File: src/rtl/addr_break_seq.sv
module addr_break_seq #(
  parameter int AW = 16,
  parameter logic [AW-1:0] VEC_ADDR = 16'h0036
) (
  input  logic          clk,
  input  logic          rst_n,
  input  logic          brk_en,
  input  logic [AW-1:0] brk_addr,
  input  logic          fetch_valid,
  input  logic [AW-1:0] fetch_addr,
  input  logic          ext_region,
  input  logic [AW-1:0] sp_in,
  input  logic [AW-1:0] status_in,
  input  logic [AW-1:0] vec_data,
  output logic          brk_req,
  output logic [AW-1:0] ret_addr,
  output logic          cmd_valid,
  output logic [1:0]    cmd_type,
  output logic [AW-1:0] cmd_addr,
  output logic [AW-1:0] cmd_wdata,
  output logic          sp_upd,
  output logic [AW-1:0] sp_new
);
  localparam logic [1:0] T_FETCH = 2'd0;
  localparam logic [1:0] T_INT   = 2'd1;
  localparam logic [1:0] T_WR    = 2'd2;
  localparam logic [1:0] T_VEC   = 2'd3;
  localparam logic [AW-1:0] TWO  = AW'(2);
  localparam logic [AW-1:0] FOUR = AW'(4);

  typedef enum logic [3:0] {
    S_IDLE, S_PF1, S_PF2, S_INT1, S_SW1, S_SW2, S_VEC, S_INT2, S_HF
  } state_t;

  state_t st_q, st_d;
  logic [AW-1:0] a_q, sp_q, stat_q, hnd_q;
  logic          ext_q;

  wire hit = brk_en && fetch_valid && (fetch_addr == brk_addr) && (st_q == S_IDLE);

  always_comb begin
    st_d = st_q;
    unique case (st_q)
      S_IDLE: if (hit) st_d = S_PF1;
      S_PF1:  st_d = ext_q ? S_INT1 : S_PF2;
      S_PF2:  st_d = S_INT1;
      S_INT1: st_d = S_SW1;
      S_SW1:  st_d = S_SW2;
      S_SW2:  st_d = S_VEC;
      S_VEC:  st_d = S_INT2;
      S_INT2: st_d = S_HF;
      S_HF:   st_d = S_IDLE;
      default: st_d = S_IDLE;
    endcase
  end

  always_ff @(posedge clk or negedge rst_n) begin
    if (!rst_n) begin
      st_q     <= S_IDLE;
      a_q      <= '0;
      sp_q     <= '0;
      stat_q   <= '0;
      hnd_q    <= '0;
      ext_q    <= 1'b0;
      ret_addr <= '0;
    end else begin
      st_q <= st_d;
      if (hit) begin
        a_q      <= fetch_addr;
        sp_q     <= sp_in;
        stat_q   <= status_in;
        ext_q    <= ext_region;
        ret_addr <= ext_region ? fetch_addr : fetch_addr + FOUR;
      end
      if (st_q == S_VEC) hnd_q <= vec_data;
    end
  end

  assign brk_req   = (st_q == S_PF1);
  assign cmd_valid = (st_q != S_IDLE);
  assign sp_upd    = (st_q == S_HF);
  assign sp_new    = sp_q - FOUR;

  always_comb begin
    cmd_type  = T_INT;
    cmd_addr  = '0;
    cmd_wdata = '0;
    unique case (st_q)
      S_PF1:  begin cmd_type = T_FETCH; cmd_addr = a_q + TWO; end
      S_PF2:  begin cmd_type = T_FETCH; cmd_addr = a_q + FOUR; end
      S_SW1:  begin cmd_type = T_WR; cmd_addr = sp_q - TWO;  cmd_wdata = ret_addr; end
      S_SW2:  begin cmd_type = T_WR; cmd_addr = sp_q - FOUR; cmd_wdata = stat_q; end
      S_VEC:  begin cmd_type = T_VEC; cmd_addr = VEC_ADDR; end
      S_HF:   begin cmd_type = T_FETCH; cmd_addr = hnd_q; end
      default: ;
    endcase
  end

  // a qualified match yields a request in the following cycle
  p_req_after_hit_r1: assert property (@(posedge clk) disable iff (!rst_n)
    (brk_en && fetch_valid && fetch_addr == brk_addr && !cmd_valid) |=> brk_req);

  // no request while a sequence is already running
  p_busy_ignore_r7: assert property (@(posedge clk) disable iff (!rst_n)
    cmd_valid |=> !brk_req);

  // the status write follows the return-address write
  p_write_order_r4: assert property (@(posedge clk) disable iff (!rst_n)
    (cmd_valid && cmd_type == T_WR && cmd_wdata == ret_addr && cmd_addr == sp_new + TWO)
      |=> (cmd_type == T_WR && cmd_addr == sp_new));

  // the vector read comes straight after the second stack write
  p_vec_after_wr_r4: assert property (@(posedge clk) disable iff (!rst_n)
    (cmd_valid && cmd_type == T_WR && cmd_addr == sp_new) |=> (cmd_type == T_VEC && cmd_addr == VEC_ADDR));

  // the handler fetch uses the vector data
  p_handler_fetch_r5: assert property (@(posedge clk) disable iff (!rst_n)
    (cmd_valid && cmd_type == T_VEC) |=> ##1 (cmd_type == T_FETCH && cmd_addr == $past(vec_data, 2)));

  // the stack-pointer update ends the sequence
  p_sp_upd_last_r6: assert property (@(posedge clk) disable iff (!rst_n)
    sp_upd |=> !cmd_valid);

  // the return address is stable while a sequence runs
  p_ret_stable_r9: assert property (@(posedge clk) disable iff (!rst_n)
    (cmd_valid && !brk_req) |-> $stable(ret_addr));
endmodule

File: config.mk
export PLATFORM = sky130hd
export DESIGN_NAME = addr_break_seq
export DESIGN_NICKNAME = d
export VERILOG_FILES = /design/src/rtl/addr_break_seq.sv
export SDC_FILE = /design/constraint.sdc
export NUM_CORES = 1
export LEC_CHECK = 0
export ABC_AREA = 0
export BUFFER_PORTS_ARGS = -buffer_cell sky130_fd_sc_hd__buf_2
export CORE_ASPECT_RATIO = 0.7
export CORE_MARGIN = 10
export CORE_UTILIZATION = 35
export DETAILED_ROUTE_END_ITERATION = 16
export PLACE_DENSITY = 0.69
export SYNTH_ARGS = -nofsm -noshare
export SYNTH_HDL_FRONTEND = slang
export SYNTH_SLANG_ARGS = --single-unit
File: constraint.sdc
create_clock -name clk -period 2.7 [get_ports clk]
set_input_delay 0.135 -clock clk [delete_from_list [all_inputs] [get_ports clk]]
set_output_delay 0.135 -clock clk [all_outputs]
set_load 0.02 [all_outputs]
==> run summary, run 1 <==
Final ANT Viol Nets - 0
PwrDens - 696 nW/um^2
R2R depth - 6
Final setup fails - 0
Status - complete, no violations
Die area - 20200 um^2
Fin. Hold Viols - 0
Vias - 4609
Core ar. - 14600 um^2
# DRC - 0
Drt total wl - 16.6 mm
Synth Cell Area - 5210 um^2
Share of cells above drive strength 1 - 45.9%
FILL cells - 1427
Hold WS - 0.0224 ns
Slew Limit Fails - 0
Synth top area share - 39.9%
Antenna violations before repair - 1
Hold depth - 2
Worst skew pair latency - 0.34 ns
Synth Area per Inst - 10.4 um^2
Normalized max-slew margin - 54.7%
Register bit total from synthesis - 83
Wire per inst - 19.3 um
CP required - 2.57 ns
RSZ-0062 raised after global routing - true
Period utilization - 96.8%
Die X - 166 um
Clock root buffer - clkbuf_16
Max Clock Freq - 383 MHz
DRT iter0 DRCs - 276
DRT Pass-1 Iters - 5
Initial core utilization - 35.6%
Worst-margin pin slew - 0.680 ns
CTS tree - yes
Mapped Cells - 500
H-tree level count - 3
Synth area leader - dfrtp_1
Hpwl dp - 12.8 mm
Seq/Total Area, Yosys - 39.9%
Layout Area Growth over Synthesis - 28.7%
Number of synthesized flops with an enable pin - 0
First-pass GRT wire length - 26.5 mm
Critical-path maximum fanout - 9
Clock sink count - 83
Maximum VDD drop - 382 uV
Nets - 750
Main synth FF type - dfrtp_1
Overflow after GRT - 0
Most numerous cell in the Yosys netlist - dfrtp_1
Total Power - 0.00466 W
Synth Warn # - 0
Syn nets - 590
Max-cap violations - 0
Clock transition at path regs - 0.07 ns
Io pins - 154
Ys async rst share - 100%
Static leakage - 3.25 nW
Routability cong. - 0.934
Worst hold path type - in -> reg
Inserted Clock Buffers - 9
Kind of critical path - reg -> out
Top post-synthesis cells by count - dfrtp_1, mux2_2, nand2_1, xor2_1, nor2_1
Tmin final - 2.61 ns
Via/cell ratio - 5.35
Largest net degree at the start of global routing - 52
Crit path launch type - flip-flop
Synth area leaders - dfrtp_1, mux2_2, xor2_1
# rows - 37
Arrival @ worst endpoint - 2.48 ns
Worst Skew - 0.00624 ns
Cell variety after synth - 61
Longest Clk Path Bufs - 2
Crit end category - output pin
Tot GR Track Use - 16.1%
Vias in the first global route - 4803
Port Buf Inserts - 153
Die Y - 122 um
[through the flow]
step | instance area, um^2 | setup TNS [ns] | setup slack, ns | util, % | instances
4_1_cts | 6560 | 0 | 0.00656 | 44.8 | 852
6_report | 6700 | 0 | 0.0869 | 45.8 | 861
2_1_floorplan | 5210 | 0 | 0.0788 | - | 500
3_5_place_dp | 6230 | 0 | 0.211 | 42.6 | 835
3_3_place_gp | 6230 | 0 | 0.250 | 42.6 | 835
5_1_grt | 6700 | -0.0159 | -0.0117 | 45.8 | 860
[final cells by class]
cell class	instances	area, um^2	area share [%]
timing repair buffer	185	1040	15.5
clock buffer	11	253	3.77
inverter	7	31.3	0.467
antenna	1	2.50	0.0373
tap	195	244	3.64
sequential	83	2080	31.0
clock inverter	5	61.3	0.915
multi-input combinational	374	2990	44.6
[logic make-up (layout without fill, tap and decap cells)]
| kind of cell | after synthesis | in the layout | share of synthesized area, % |
|---|---|---|---|
| buffers and inverters | 43 | 208 | 4.42 |
| xor gates and xnor gates | 60 | 60 | 10.1 |
| and+or+nand+nor | 143 | 143 | 15.0 |
| DFF | 83 | 83 | 39.9 |
| AOI/OAI and AO/OA | 84 | 84 | 11.7 |
| muxes | 82 | 82 | 17.7 |
| other | 0 | 1 | 0 |
| adders and majority gates | 5 | 5 | 1.20 |
[what timing repair did]
item,4_1_cts,5_1_grt
resized for setup,3,19
hold buffers,1,0
buffers inserted,0,8
pin swaps,0,4
hold endpoints to repair,49,0
setup endpoints to repair,2,9
[critical path: stages, from the launching register on]
cell and delay (ns):
dfrtp_2 0.49, or4_1 0.63, nor2_4 0.21, nand3_1 0.12, xnor2_1 0.17, a221o_1 0.35, buf_2 0.16
[path summary, 6_finish.rpt]
check / to / start / slack [ns]
worst max register to register: ret_addr[5]$_DFFE_PN0P_ / st_q[0]$_DFFE_PN0P_ / 0.57
worst max-delay path: cmd_addr[15] / sp_q[6]$_DFFE_PN0P_ / 0.09
min in group asynchronous: stat_q[4]$_DFFE_PN0P_ / rst_n / 0.39
worst min-delay path: stat_q[2]$_DFFE_PN0P_ / status_in[2] / 0.02
worst min register to register: stat_q[7]$_DFFE_PN0P_ / stat_q[7]$_DFFE_PN0P_ / 0.49
max in group asynchronous: sp_q[3]$_DFFE_PN0P_ / rst_n / 1.59
[placed cells by master, fill, tap and decap left out, drive strengths merged, types with 13 or more instances in the layout]
cell type  instances
buf              184
dfrtp             83
mux2              82
nand2             33
xor2              33
nor2              31
xnor2             27
a22o              20
nand3             17
o21ai             13
a21oi             13
[registers in the layout, summed over array words and instances, names as in the netlist]
register and flops:
ext_q 1, hnd_q 16, st_q 4, stat_q 16, ret_addr 16, sp_q 16
a_q 14
[report_power, final]
part | total (W) | switching, W | internal [W] | leakage [nW]
Sequential | 0.00151 | 0.000108 | 0.00140 | 1.12
Clock | 0.00128 | 0.000515 | 0.000769 | 0.144
Combinational | 0.00187 | 0.00116 | 0.000706 | 1.99
Total | 0.00466 | 0.00179 | 0.00287 | 3.25
[per-layer routing]
| layer | GRT usage (%) | vias up | wire [um] |
|---|---|---|---|
| met5 | 0 | - | 0 |
| met4 | 3.31 | 0 | 143 |
| met3 | 5.37 | 13 | 1590 |
| met2 | 24.6 | 190 | 7190 |
| met1 | 21.8 | 2246 | 7720 |
| li1 | - | 2160 | - |
No activity file was read; power rests on OpenSTA's default activity.
==> inputs of run 2 (changes only) <==
CTS_BUF_LIST = sky130_fd_sc_hd__clkbuf_4 sky130_fd_sc_hd__clkbuf_8   (was not set)
PLACE_DENSITY = 0.71   (was 0.69)
clock period = 2.2 ns   (was 2.7 ns; I/O delays follow)
==> run 2 against run 1 <==
The run now ends with negative setup slack left; wire length is 16% higher; critical path depth is 4 higher; clock power is 4% lower; core utilization is 10 points higher; power is 38% higher; setup slack worse by 0.60 ns; worst hold slack better by 0.024 ns; register-to-register slack worse by 0.41 ns; sequential cell count stayed put; critical path type unchanged; clock skew is 0.00094 ns higher.
==> run summary, run 2 (synthesis gave the netlist of run 1 again) <==
Crit. Startpoint - sp_q[2]$_DFFE_PN0P_
Die X - 166 um
# DRC - 0
Clock transition at path regs - 0.09 ns
RSZ-0062 raised after global routing - true
Worst Skew - 0.00719 ns
Antenna violations before repair - 0
Most frequent cells in the layout - buf_2, buf_4, dfrtp_1
Die area - 20200 um^2
First-pass GRT wire length - 29.3 mm
Final TNS setup - -4.65 ns
Max-cap violations - 0
Largest net degree at the start of global routing - 84
Initial core utilization - 35.6%
Via/cell ratio - 5.35
Crit end category - output pin
Final ANT Viol Nets - 0
Port Buf Inserts - 153
Final setup fails - 38
Critical-path maximum fanout - 3
Vias - 5219
Worst-margin pin slew - 0.660 ns
Die Y - 122 um
Longest Clk Path Bufs - 2
Worst hold path type - in -> reg
Slew Limit Fails - 0
CP required - 2.09 ns
Fin. Hold Viols - 0
Reg-to-reg startpoint - st_q[3]$_DFFE_PN0P_
Final Util - 56.0%
DRT iter0 DRCs - 469
Hold_sp - ext_region
Io pins - 154
Diodes inserted - 0
Static leakage - 3.91 nW
Wire per inst - 19.9 um
Final instance area - 8190 um^2
Status - complete, but fails checks
Drt total wl - 19.4 mm
Vias in the first global route - 5260
Area after DPL - 6580 um^2
Hold WS - 0.0466 ns
CTS tree - yes
Kind of critical path - reg -> out
Overflow after GRT - 0
Arrival @ worst endpoint - 2.60 ns
Maximum VDD drop - 523 uV
Hpwl dp - 13.3 mm
# rows - 37
PwrDens - 786 nW/um^2
Nets - 865
Inserted Clock Buffers - 9
Worst skew pair latency - 0.37 ns
H-tree level count - 3
Core ar. - 14600 um^2
Period utilization - 123%
Failing checks - negative setup slack
Crit path launch type - flip-flop
Tmin final - 2.71 ns
Clock sink count - 83
DRT Pass-1 Iters - 6
Normalized max-slew margin - 55.6%
Leading cell type in the layout, fill and taps excluded - buf_2
Tot GR Track Use - 17.8%
Max Clock Freq - 369 MHz
Crit path setup slack, layout - -0.508 ns
Pre-CTS setup slack - -0.190 ns
Routability cong. - 0.916
Share of cells above drive strength 1 - 51.8%
Layout Area Growth over Synthesis - 57.3%
Clock root buffer - clkbuf_8
run 2: cell count changes in the layout (fill, tap and decap cells not counted), moves of 9 or more:
cell,change
clkbuf_16,-9
buf_2,-38
buf_6,+47
o21ai_0,-9
dlygate4sd3_1,+50
buf_4,+52
run 2: power breakdown:
group          internal, W  switching (W)  leakage, nW
Sequential         0.00171       0.000141         1.12
Clock             0.000560       0.000666        0.108
Combinational      0.00159        0.00177         2.68
run 2: worst paths after layout:
check	to	slack (ns)	depth (start not counted)
max	cmd_addr[6]	-0.51	10
min	ext_q$_DFFE_PN0P_	0.05	2
max reg2reg	stat_q[6]$_DFFE_PN0P_	0.16	7
min reg2reg	stat_q[7]$_DFFE_PN0P_	0.51	1
max in group asynchronous	sp_q[2]$_DFFE_PN0P_	1.52	3
min in group asynchronous	stat_q[4]$_DFFE_PN0P_	0.31	3
run 2: worst max-delay path, cell delays in order (launching register included):
cell	delay, ns
dfrtp_2	0.43
inv_4	0.07
ha_4	0.12
or3b_4	0.41
buf_12	0.14
buf_6	0.12
o21ai_1	0.16
a21oi_1	0.09
a221oi_1	0.28
nand2_1	0.21
buf_6	0.19
run 2: area by class of cell:
type	count	area [um^2]
flip-flops and latches	83	2080
inverters	7	33.8
clock buffers	9	124
multi-input cells	374	3250
repair buffers	300	2360
fillers	1203	6440
well taps	195	244
clock inverters	7	96.3
run 2: metrics by stage:
stage	std cells	power (W)
2_1_floorplan	500	0.00329
3_3_place_gp	872	0.00438
3_5_place_dp	872	0.00440
4_1_cts	958	0.00617
5_1_grt	975	0.00674
6_report	975	0.00644
run 2: layer usage:
layer	vias up	global-route usage, %	wire length (um)
met4	0	2.76	436
met1	2527	23.6	8400
met5	-	0	0
li1	2401	-	-
met2	246	28.7	8950
met3	45	5.37	1590
run 2: timing repair:
item	in CTS	in global routing
gates resized for setup	102	54
hold buffers	51	0
hold endpoints to repair	133	0
endpoints found under the setup margin	40	42
cloned	1	0
pin swaps	15	38
buffers inserted	18	20
